===== config.mk =====
export PLATFORM = sky130hd
export DESIGN_NAME = rot_prio_resolver
export DESIGN_NICKNAME = d
export VERILOG_FILES = /design/src/rtl/rpr_pkg.sv /design/src/rtl/rpr_rank_search.sv /design/src/rtl/rpr_inservice.sv /design/src/rtl/rot_prio_resolver.sv
export SDC_FILE = /design/constraint.sdc
export NUM_CORES = 1
export LEC_CHECK = 0
export BUFFER_PORTS_ARGS = -buffer_cell sky130_fd_sc_hd__buf_2
export CAP_MARGIN = 20
export CORE_MARGIN = 2
export CORE_UTILIZATION = 55
export CTS_CLUSTER_DIAMETER = 60
export DETAILED_ROUTE_END_ITERATION = 12
export GPL_TIMING_DRIVEN = 0
export PLACE_DENSITY = 0.86
export SYNTH_ARGS = -nofsm -noshare
export SYNTH_HDL_FRONTEND = slang
export SYNTH_SLANG_ARGS = --single-unit

===== constraint.sdc =====
create_clock -name clk -period 8.2 [get_ports clk]
set_input_delay 0.41 -clock clk [delete_from_list [all_inputs] [get_ports clk]]
set_output_delay 0.41 -clock clk [all_outputs]
set_load 0.01 [all_outputs]

===== src/rtl/rpr_pkg.sv =====
// Package: shared command encoding for the rotating priority resolver.
// Assumes the command port is 3 bits wide; unlisted codes are no-ops.
package rpr_pkg;
    typedef enum logic [2:0] {
        OP_NONE         = 3'd0,
        OP_EOI_BEST     = 3'd1,
        OP_EOI_BEST_ROT = 3'd2,
        OP_EOI_LINE     = 3'd3,
        OP_EOI_LINE_ROT = 3'd4,
        OP_SET_BASE     = 3'd5
    } rpr_op_e;
endpackage


===== src/rtl/rpr_rank_search.sv =====
// Module: rpr_rank_search
// Finds the smallest rank k such that vec_i[(base_i + k) mod LINES] is set.
// Returns LINES when no bit is set. Assumes LINES is a power of two.
module rpr_rank_search #(
    parameter int LINES = 8,
    localparam int IDX_W = $clog2(LINES),
    localparam int RANK_W = IDX_W + 1
) (
    input  logic [LINES-1:0]  vec_i,
    input  logic [IDX_W-1:0]  base_i,
    output logic [RANK_W-1:0] rank_o
);
    logic [LINES-1:0] rot;

    // Rotate so that bit k holds the line of rank k.
    always_comb begin
        for (int k = 0; k < LINES; k++) begin
            rot[k] = vec_i[base_i + IDX_W'(k)];
        end
    end

    // Pick the lowest set position; LINES when empty.
    always_comb begin
        rank_o = RANK_W'(LINES);
        for (int k = LINES - 1; k >= 0; k--) begin
            if (rot[k]) rank_o = RANK_W'(k);
        end
    end
endmodule


===== src/rtl/rpr_inservice.sv =====
// Module: rpr_inservice
// Holds the in-service register and the rotation base. Applies an
// acknowledge first, then the command, within one clock edge.
// Assumes take_i is only meaningful with ack_i, and req_line_i names the offered line.
module rpr_inservice
    import rpr_pkg::*;
#(
    parameter int LINES = 8,
    localparam int IDX_W = $clog2(LINES),
    localparam int RANK_W = IDX_W + 1
) (
    input  logic             clk,
    input  logic             rst_n,
    input  logic             ack_i,
    input  logic             take_i,
    input  logic [IDX_W-1:0] req_line_i,
    input  logic             auto_eoi_i,
    input  logic             rot_aeoi_i,
    input  logic [2:0]       cmd_op_i,
    input  logic [IDX_W-1:0] cmd_line_i,
    output logic [LINES-1:0] isr_q,
    output logic [IDX_W-1:0] base_q
);
    logic [LINES-1:0]  isr_a, isr_n;
    logic [IDX_W-1:0]  base_a, base_n;
    logic [RANK_W-1:0] eoi_rank;
    logic [IDX_W-1:0]  eoi_line;
    rpr_op_e           op;

    assign op = rpr_op_e'(cmd_op_i);

    // Acknowledge stage: mark the line or release it at once.
    always_comb begin
        isr_a  = isr_q;
        base_a = base_q;
        if (ack_i && take_i) begin
            if (!auto_eoi_i) begin
                isr_a[req_line_i] = 1'b1;
            end else if (rot_aeoi_i) begin
                base_a = req_line_i + IDX_W'(1);
            end
        end
    end

    rpr_rank_search #(.LINES(LINES)) u_eoi_search (
        .vec_i  (isr_a),
        .base_i (base_a),
        .rank_o (eoi_rank)
    );

    assign eoi_line = base_a + eoi_rank[IDX_W-1:0];

    // Command stage: acts on post-acknowledge state.
    always_comb begin
        isr_n  = isr_a;
        base_n = base_a;
        case (op)
            OP_EOI_BEST, OP_EOI_BEST_ROT: begin
                if (!eoi_rank[IDX_W]) begin
                    isr_n[eoi_line] = 1'b0;
                    if (op == OP_EOI_BEST_ROT) base_n = eoi_line + IDX_W'(1);
                end
            end
            OP_EOI_LINE, OP_EOI_LINE_ROT: begin
                isr_n[cmd_line_i] = 1'b0;
                if (op == OP_EOI_LINE_ROT) base_n = cmd_line_i + IDX_W'(1);
            end
            OP_SET_BASE: base_n = cmd_line_i + IDX_W'(1);
            default: ;
        endcase
    end

    // State register with synchronous reset.
    always_ff @(posedge clk) begin
        if (!rst_n) begin
            isr_q  <= '0;
            base_q <= '0;
        end else begin
            isr_q  <= isr_n;
            base_q <= base_n;
        end
    end

    a_r1_reset_clears: assert property (@(posedge clk)
        !rst_n |=> (isr_q == '0 && base_q == '0));

    a_r6_ack_sets_line: assert property (@(posedge clk) disable iff (!rst_n)
        (ack_i && take_i && !auto_eoi_i && cmd_op_i == 3'd0) |=> isr_q[$past(req_line_i)]);

    a_r7_spurious_keeps: assert property (@(posedge clk) disable iff (!rst_n)
        (ack_i && !take_i && cmd_op_i == 3'd0) |=> ($stable(isr_q) && $stable(base_q)));

    a_r8_aeoi_no_mark: assert property (@(posedge clk) disable iff (!rst_n)
        (ack_i && auto_eoi_i && cmd_op_i == 3'd0) |=> $stable(isr_q));

    a_r10_line_cleared: assert property (@(posedge clk) disable iff (!rst_n)
        (!ack_i && cmd_op_i == 3'd3) |=> !isr_q[$past(cmd_line_i)]);

    a_r11_base_only: assert property (@(posedge clk) disable iff (!rst_n)
        (!ack_i && cmd_op_i == 3'd5) |=> ($stable(isr_q) && base_q == $past(cmd_line_i) + IDX_W'(1)));
endmodule


===== src/rtl/rot_prio_resolver.sv =====
// Module: rot_prio_resolver (top)
// Selects the best unmasked pending line under a rotating order and raises
// irq_o only when it outranks the in-service set. Assumes pend_i is already
// latched outside; vector low bits are replaced by the line number.
module rot_prio_resolver #(
    parameter int LINES = 8,
    parameter int VEC_W = 8,
    parameter int CASC_LINE = 2,
    localparam int IDX_W = $clog2(LINES),
    localparam int RANK_W = IDX_W + 1
) (
    input  logic             clk,
    input  logic             rst_n,
    input  logic [LINES-1:0] pend_i,
    input  logic [LINES-1:0] mask_i,
    input  logic [VEC_W-1:0] vec_base_i,
    input  logic             auto_eoi_i,
    input  logic             rot_aeoi_i,
    input  logic             nest_i,
    input  logic             master_i,
    input  logic             ack_i,
    input  logic [2:0]       cmd_op_i,
    input  logic [IDX_W-1:0] cmd_line_i,
    output logic             irq_o,
    output logic [VEC_W-1:0] ack_vec_o,
    output logic [LINES-1:0] isr_o,
    output logic [IDX_W-1:0] prio_base_o
);
    logic [LINES-1:0]  cand, cmp_vec, isr_q;
    logic [IDX_W-1:0]  base_q, req_line, ack_line;
    logic [RANK_W-1:0] req_rank, cur_rank;

    assign cand = pend_i & ~mask_i;

    rpr_rank_search #(.LINES(LINES)) u_req_search (
        .vec_i  (cand),
        .base_i (base_q),
        .rank_o (req_rank)
    );

    // In-service set used for comparison; cascade line hidden under nesting.
    always_comb begin
        cmp_vec = isr_q;
        if (nest_i && master_i) cmp_vec[CASC_LINE] = 1'b0;
    end

    rpr_rank_search #(.LINES(LINES)) u_cur_search (
        .vec_i  (cmp_vec),
        .base_i (base_q),
        .rank_o (cur_rank)
    );

    assign req_line = base_q + req_rank[IDX_W-1:0];
    assign irq_o    = (req_rank < cur_rank);
    assign ack_line = irq_o ? req_line : {IDX_W{1'b1}};
    assign ack_vec_o = (vec_base_i & ~VEC_W'(LINES - 1)) | VEC_W'(ack_line);

    rpr_inservice #(.LINES(LINES)) u_inservice (
        .clk        (clk),
        .rst_n      (rst_n),
        .ack_i      (ack_i),
        .take_i     (irq_o),
        .req_line_i (req_line),
        .auto_eoi_i (auto_eoi_i),
        .rot_aeoi_i (rot_aeoi_i),
        .cmd_op_i   (cmd_op_i),
        .cmd_line_i (cmd_line_i),
        .isr_q      (isr_q),
        .base_q     (base_q)
    );

    assign isr_o       = isr_q;
    assign prio_base_o = base_q;

    a_r3_masked_never_offered: assert property (@(posedge clk) disable iff (!rst_n)
        irq_o |-> (pend_i[req_line] && !mask_i[req_line]));

    a_r4_offer_beats_service: assert property (@(posedge clk) disable iff (!rst_n)
        (irq_o && !nest_i) |-> !isr_q[req_line]);
endmodule


==> out/metrics.cfg, run 1 <==
[grt]
grt_pass1_wl_um=14800
antenna_found_initial=0
first_global_vias=3076
overflow=0
grt_max_degree=11
grt_usage_pct=28.6

[sta]
setup_viol=0
fmax_ghz=0.128
finalMaxSlewViolations=0
period_share_pct=95.4
period_minus_slack_ps=7820
skew_ps=0.651
relSlewSlack_pct=53.1
tightest_slew_ps=702
hold_violations=0

[critical_path]
critPathMaxFanout=10
startpoint_type=flip-flop
cp_slowest_cell=fa_1
crit_arrival_ps=7960
endpoint_kind=flip-flop
crit_required_ps=8340
path_class=reg2reg
crit_top_cell=ha_1
slowest_delay_ps=660

[clock_tree]
cts_buffers=3
cts_hold_buf=0
clkTransAtPathRegs_ps=50
worst_skew_pair.late_latency_ps=230
cts_max_path_buffers=2
htree_num_levels=1
cts.sinks=11
cts-root-buf=clkbuf_8
tritoncts=done

[route]
drt-vias-per-instance=6.77
wl_per_cell_um=18.5
vias=3306
drtIter0Drc=300
drcViolationCount=0
first_pass_iters=5
wirelength_um=9010
postRouteAntennaNets=0

[floorplanning]
die_h_um=80.3
initial_core_util_pct=57.5
core_mm2=0.00557
ioPinCount=57
die_w_um=80.3
rows=27
die-area_mm2=0.00645

[logic_synthesis]
synthTopCellsByCount=36 x mux2i_1, 28 x nand2_1, 26 x a21oi_1, 26 x mux4_2, 17 x nor2_1
ys_top_cells_by_area=mux4_2 18%, mux2i_1 11%, dfxtp_1 6.9%
ys.flop_type=dfxtp_1
synth_most_common_cell=mux2i_1
synthCells=365
synth_cell_types=66
synth.ff_latch_count=11
avgSynthCellArea_um2=8.78
synth_edf_count=0
synth_async_sr_flop_share_pct=0
synth_area_leader_cell=mux4_2
syn-cell-area_mm2=0.00320
synth_top_area_share_pct=18.3
ys_seq_area_share_pct=6.87
synth_nets=415
ys_warn_count=0

[placement]
gp_congestion=0.889
placed_area_mm2=0.00353
port_buffers=47
hpwl_um=7150

[cells_and_area]
antenna_cells=0
fin_nets=467
syn2layout_area_growth_pct=13.2
drive_gt1_share_pct=31.7
final_area_mm2=0.00362

[run_status]
status=finished clean

[job]
maxCapViolations=0

[hold_path]
hold_class=in2reg

==> routing by layer <==
metal	vias to the layer above	track usage [%]	wire, µm
li1	1513	-	-
met1	1572	36.8	3620
met2	204	50.8	4470
met3	17	3.26	763
met4	0	6.95	157
met5	-	0	0
==> stage by stage <==
stage / instances / hold WS [ps] / setup slack, ps / utilization (%) / setup TNS [ps]
after floorplan: 365 / 569 / 1010 / - / 0
after global placement: 484 / 721 / 11.0 / 63.3 / 0
after detailed placement: 484 / 740 / -216 / 63.3 / -1380
after CTS: 487 / 499 / 86.4 / 64.2 / 0
after global routing: 488 / 537 / -6.01 / 65.0 / -6.01
final: 488 / 502 / 376 / 65.0 / 0
==> sequential cells by signal (all words and copies together) (netlist names) <==
register	flops
u_inservice.base_q	3
u_inservice.isr_q	8
==> cell families (layout without fill, tap and decap cells) <==
group | after synthesis | count (layout) | synth area share (%)
AO/OA/AOI/OAI | 108 | 108 | 24.3
buffers and inverters | 41 | 92 | 6.56
multiplexers | 71 | 71 | 32.7
adder cells (fa/ha/maj) | 13 | 13 | 5.55
flip-flops | 11 | 11 | 6.87
AND/OR/NAND/NOR | 106 | 106 | 17.4
XOR/XNOR | 15 | 15 | 6.68
==> final timing paths <==
| check | from | endpoint | slack [ps] | depth (start not counted) |
|---|---|---|---|---|
| max | u_inservice.base_q[0] | u_inservice.base_q[2] | 380 | 28 |
| min | rst_n | u_inservice.base_q[0] | 500 | 3 |
| max reg2reg | u_inservice.base_q[0] | u_inservice.base_q[2] | 380 | 28 |
| min reg2reg | u_inservice.isr_q[2] | u_inservice.isr_q[2] | 810 | 3 |
==> layout make-up <==
| class | instances | area (µm²) |
|---|---|---|
| Multi-Input combinational cell | 313 | 2810 |
| Timing Repair Buffer | 48 | 243 |
| Inverter | 16 | 80.1 |
| Buffer | 24 | 134 |
| Clock buffer | 4 | 45.0 |
| Sequential cell | 11 | 221 |
| Tap cell | 72 | 90.1 |
| Fill cell | 486 | 1950 |
==> worst max-delay path, delay by kind of cell, from the launching register on <==
| kind | cells | cell delay (ps) |
|---|---|---|
| buffers and inverters | 4 | 910 |
| xor gates and xnor gates | 2 | 350 |
| and+or+nand+nor | 6 | 1110 |
| muxes | 3 | 1170 |
| adders and majority gates | 5 | 1960 |
| AOI/OAI and AO/OA | 8 | 1800 |
| DFF | 1 | 410 |
==> timing repair <==
| action | 4_1_cts | 5_1_grt |
|---|---|---|
| gates cloned | 0 | 0 |
| pin swaps | 0 | 1 |
| resized for setup | 2 | 8 |
| setup endpoints to repair | 10 | 10 |
| setup buffers | 0 | 1 |
==> cell usage in the layout, fill, tap and decap left out, types with 5 or more instances in the layout <==
| master | n |
|---|---|
| buf_2 | 49 |
| mux2i_1 | 35 |
| nand2_1 | 28 |
| mux4_2 | 26 |
| a21oi_1 | 26 |
| nor2_1 | 17 |
| o21ai_0 | 16 |
| nand2b_1 | 15 |
| clkbuf_1 | 14 |
| nor2b_1 | 12 |
| o211ai_1 | 11 |
| inv_1 | 10 |
| ha_1 | 10 |
| dfxtp_1 | 10 |
| mux2_2 | 9 |
| a31oi_1 | 8 |
| buf_4 | 8 |
| a31o_2 | 7 |
| nor3b_1 | 7 |
| and3_1 | 6 |
| and2_1 | 6 |
| nor3_1 | 5 |
Power of run 1 is left out: the tool's default activity adds up to more than one toggle a clock period on the data nets, which glitch-free logic cannot reach.
==> inputs of run 2 (changes only) <==
- CORE_ASPECT_RATIO: default -> 1.25
==> out/metrics.cfg, run 2 (synthesis gave the netlist of run 1 again) <==
[critical_path]
crit_arrival_ps=7980  ; +20 ps
regToRegStartpoint=u_inservice.base_q[0]
critPathMaxFanout=10  ; unchanged
path_buf_inv=4  ; unchanged
cp.depth=28  ; unchanged
slowest_delay_ps=660  ; about the same
crit_family=adder cells
endpoint_kind=flip-flop
rrSetupSlack_ps=360  ; -20 ps
startpoint_type=flip-flop
rr_worst_depth=28  ; unchanged
crit_required_ps=8340  ; about the same
path_class=reg2reg
cp_slowest_cell=fa_1
crit_top_cell=ha_1
timing.rr.end=u_inservice.base_q[2]

[route]
wl_per_cell_um=18.7  ; +1.2%
first_pass_iters=6  ; +1
postRouteAntennaNets=0  ; unchanged
drt-vias-per-instance=6.81  ; +0.58%
wirelength_um=9040  ; +0.38%
vias=3298  ; -0.24%
drtIter0Drc=235  ; -22%
drcViolationCount=0  ; unchanged

[floorplanning]
die-area_mm2=0.00645  ; about the same
die_w_um=72.3  ; -10%
core_mm2=0.00570  ; +2.3%
initial_core_util_pct=56.2  ; -1.3 points
die_h_um=89.3  ; +11%
rows=31  ; +15%
ioPinCount=57  ; unchanged

[clock_tree]
cts_hold_buf=0  ; unchanged
cts.sinks=11  ; unchanged
cts_buffers=3  ; unchanged
cts-root-buf=clkbuf_8
cts_max_path_buffers=2  ; unchanged
htree_num_levels=1  ; unchanged
clkTransAtPathRegs_ps=40  ; about the same
tritoncts=done
worst_skew_pair.late_latency_ps=240  ; about the same

[grt]
grt_pass1_wl_um=15000  ; +1.2%
grt_max_degree=11  ; unchanged
first_global_vias=3308  ; +7.5%
overflow=0  ; unchanged
grt_usage_pct=29.0  ; +0.42 points
antenna_found_initial=0  ; unchanged

[placement]
port_buffers=47  ; unchanged
gp_congestion=0.920  ; +3.5%
dp_slack_ps=-124  ; +92.0 ps
place_inst=478  ; -1.2%
hpwl_um=7080  ; -0.95%

[cells_and_area]
syn2layout_area_growth_pct=13.5
fin_nets=469  ; +0.43%
drive_gt1_share_pct=32.1  ; +0.33 points
antenna_cells=0  ; unchanged
final_common_cell=buf_2
top_regs=u_inservice.isr_q (8), u_inservice.base_q (3)
layout_common_cells=49 x buf_2, 33 x mux2i_1, 28 x nand2_1
regMostFlops=u_inservice.isr_q
largest_reg_flops=8  ; unchanged
finalNonFillerCells=484  ; -0.82%

[sta]
period_minus_slack_ps=7840  ; +16.2 ps
fmax_ghz=0.128  ; -0.21%
tightest_slew_ps=777  ; +74.7 ps
relSlewSlack_pct=48.1  ; -5.0 points
finalMaxSlewViolations=0  ; unchanged
setup_viol=0  ; unchanged
fin_setup_tns_ps=0  ; unchanged
hold_violations=0  ; unchanged
period_share_pct=95.6  ; +0.20 points
fin_ws_ps=360  ; -16.2 ps
skew_ps=0.926  ; +0.275 ps

[run_status]
status=finished clean

[hold_path]
min_path_cells=3  ; unchanged
min-delay-start=rst_n
hold_class=in2reg
hold_end=u_inservice.isr_q[4]

[job]
maxCapViolations=0  ; unchanged

run 2: changes by cell type in the layout (fill, tap and decap cells not counted), sizes merged:
cell / change
buf: +2
clkinv: +1
clkinvlp: -1
run 2: area by class of cell:
cell class	count	area, µm²
Buffer	24	134
Clock buffer	4	45.0
Fill cell	491	2070
Inverter	16	76.3
Multi-Input combinational cell	313	2820
Sequential cell	11	220
Tap cell	66	82.6
Timing Repair Buffer	50	258
run 2: layer usage:
metal	track usage, %	share of wire (%)	vias to the layer above	routed length [µm]
li1	-	-	1509	-
met1	32.0	38	1602	3450
met2	55.0	53	160	4800
met3	3.27	5.8	27	521
met4	13.6	3.0	0	272
met5	0	0	-	0
run 2: worst max path at each step:
| stage | startpoint | to | slack [ps] |
|---|---|---|---|
| global placement | u_inservice.base_q[0] | u_inservice.base_q[2] | -20 |
| finish | u_inservice.base_q[0] | u_inservice.base_q[2] | 360 |
| global route | u_inservice.base_q[0] | u_inservice.base_q[2] | -30 |
| detailed placement | u_inservice.base_q[0] | u_inservice.base_q[2] | -120 |
| CTS | u_inservice.base_q[0] | u_inservice.base_q[2] | 130 |
| floorplan | u_inservice.base_q[0] | u_inservice.base_q[2] | 1010 |
run 2: repair_timing:
action	4_1_cts	5_1_grt
resized for setup	2	8
setup buffers	0	3
pin swaps	0	1
hold endpoints to repair	0	0
endpoints found under the setup margin	9	10
run 2: tightest hold or removal path, stage by stage:
cell and delay, ps:
buf_2 130, o211ai_1 100, a21oi_1 50
run 2: per-stage QoR:
step | hold slack [ps] | instance area, µm² | util [%]
floorplan | 569 | 3200 | -
global placement | 739 | 3520 | 61.8
detailed placement | 751 | 3520 | 61.8
CTS | 500 | 3570 | 62.7
global route | 509 | 3630 | 63.7
finish | 501 | 3630 | 63.7
Power of run 2 is left out for the same reason.
==> inputs of run 3 (changes only) <==
- TNS_END_PERCENT: default -> 20
- clock period: 8.2 -> 9.6 ns (I/O delays scaled with it)
==> out/metrics.cfg, run 3 (synthesis gave the netlist of run 1 again) <==
[placement]
place_inst=478  ; unchanged
hpwl_um=7080  ; unchanged
gp_congestion=0.920  ; unchanged
port_buffers=47  ; unchanged

[clock_tree]
worst_skew_pair.late_latency_ps=240  ; about the same
cts_buffers=3  ; unchanged
cts-root-buf=clkbuf_8
htree_num_levels=1  ; unchanged
tritoncts=done
postCtsSetupBuffers=0  ; unchanged
cts_hold_buf=0  ; unchanged
clkTransAtPathRegs_ps=40  ; about the same
ctsResizeCount=0  ; -2
cts.sinks=11  ; unchanged
cts_max_path_buffers=2  ; unchanged

[sta]
relSlewSlack_pct=49.3  ; +1.2 points
hold_violations=0  ; unchanged
rsz0062_at_grt=no
holdWs_ps=575  ; +74.3 ps
period_minus_slack_ps=8470  ; +635 ps
fin_setup_tns_ps=0  ; unchanged
period_share_pct=88.3  ; -7.3 points
fmax_ghz=0.118  ; -7.5%
finalMaxSlewViolations=0  ; unchanged
tightest_slew_ps=759  ; -18.0 ps
skew_ps=0.765  ; -0.161 ps
setup_viol=0  ; unchanged

[cells_and_area]
syn2layout_area_growth_pct=11.3
drive_gt1_share_pct=29.8  ; -2.2 points
largest_reg_flops=8  ; unchanged
final_common_cell=buf_2
layout_common_cells=49 x buf_2, 36 x mux2i_1, 28 x nand2_1
top_regs=u_inservice.isr_q (8), u_inservice.base_q (3)
antenna_cells=0  ; unchanged
finalNonFillerCells=482  ; -0.41%
n_fill_cell=494  ; +0.61%
regMostFlops=u_inservice.isr_q
fin_nets=467  ; -0.43%

[run_status]
status=finished clean

[floorplanning]
core_mm2=0.00570  ; unchanged
rows=31  ; unchanged
initial_core_util_pct=56.2  ; unchanged
die_h_um=89.3  ; unchanged
ioPinCount=57  ; unchanged
die-area_mm2=0.00645  ; unchanged
die_w_um=72.3  ; unchanged

[grt]
grt_max_degree=11  ; unchanged
first_global_vias=3301  ; -0.21%
overflow=0  ; unchanged
grt_usage_pct=28.9  ; -0.11 points
grt_pass1_wl_um=15000  ; -0.23%
antenna_found_initial=0  ; unchanged

[critical_path]
startpoint_type=flip-flop
crit_arrival_ps=8650  ; +670 ps
crit_required_ps=9770  ; +1430 ps
critPathMaxFanout=10  ; unchanged
slowest_delay_ps=570  ; -90 ps
cp_slowest_cell=mux4_2
crit_top_cell=ha_1
path_class=reg2reg
endpoint_kind=flip-flop

[route]
wirelength_um=8860  ; -2.0%
drt-vias-per-instance=6.75  ; -0.99%
vias=3252  ; -1.4%
first_pass_iters=5  ; -1
drtIter0Drc=251  ; +6.8%
wl_per_cell_um=18.4  ; -1.6%
postRouteAntennaNets=0  ; unchanged
drcViolationCount=0  ; unchanged

[job]
maxCapViolations=0  ; unchanged

[hold_path]
hold_class=in2reg

==> run 3: changes by cell type in the layout (fill, tap and decap cells not counted), moves of 2 or more <==
cell,previous run,this run
buf_4,10,7
mux2i_1,33,36
mux2i_2,2,0
xor2_1,4,6
xor2_2,2,0
==> run 3: worst paths after layout <==
| check | startpoint | end | slack (ps) | cells after the start |
|---|---|---|---|---|
| min reg2reg | u_inservice.isr_q[2] | u_inservice.isr_q[2] | 790 | 3 |
| max | u_inservice.base_q[0] | u_inservice.isr_q[6] | 1130 | 28 |
| max reg2reg | u_inservice.base_q[0] | u_inservice.isr_q[6] | 1130 | 28 |
| min | rst_n | u_inservice.isr_q[4] | 580 | 3 |
==> run 3: stage by stage <==
step	util (%)	instance area (µm²)	setup WS, ps
6_report	62.5	3570	1130
4_1_cts	62.5	3570	1220
3_3_place_gp	61.8	3520	1380
5_1_grt	62.5	3570	482
2_1_floorplan	-	3200	2410
3_5_place_dp	61.8	3520	1280
==> run 3: final cells by class <==
class / count / area (µm²) / share of cell area [%]
clock buffers: 4 / 45.0 / 1.26
well taps: 66 / 82.6 / 2.32
inverters: 16 / 72.6 / 2.04
plain buffers: 25 / 138 / 3.86
repair buffers: 47 / 235 / 6.60
multi-input cells: 313 / 2770 / 77.8
flip-flops and latches: 11 / 220 / 6.18
==> run 3: critical path: cells and delay by family (launching register included) <==
family                   cells  cell delay, ps
AO/OA/AOI/OAI                7            1620
XOR/XNOR                     2             660
adder cells (fa/ha/maj)      4            1290
buffers and inverters        5            1320
flip-flops                   1             440
multiplexers                 4            1910
AND/OR/NAND/NOR              6            1140
==> run 3: routing by layer <==
| metal | share of wire [%] | vias to the layer above | track usage [%] | routed length [µm] |
|---|---|---|---|---|
| li1 | - | 1512 | - | - |
| met1 | 39 | 1572 | 31.8 | 3440 |
| met2 | 54 | 146 | 54.9 | 4750 |
| met3 | 5.1 | 22 | 3.27 | 455 |
| met4 | 2.4 | 0 | 13.6 | 215 |
| met5 | 0 | - | 0 | 0 |
Power of run 3 is left out for the same reason.
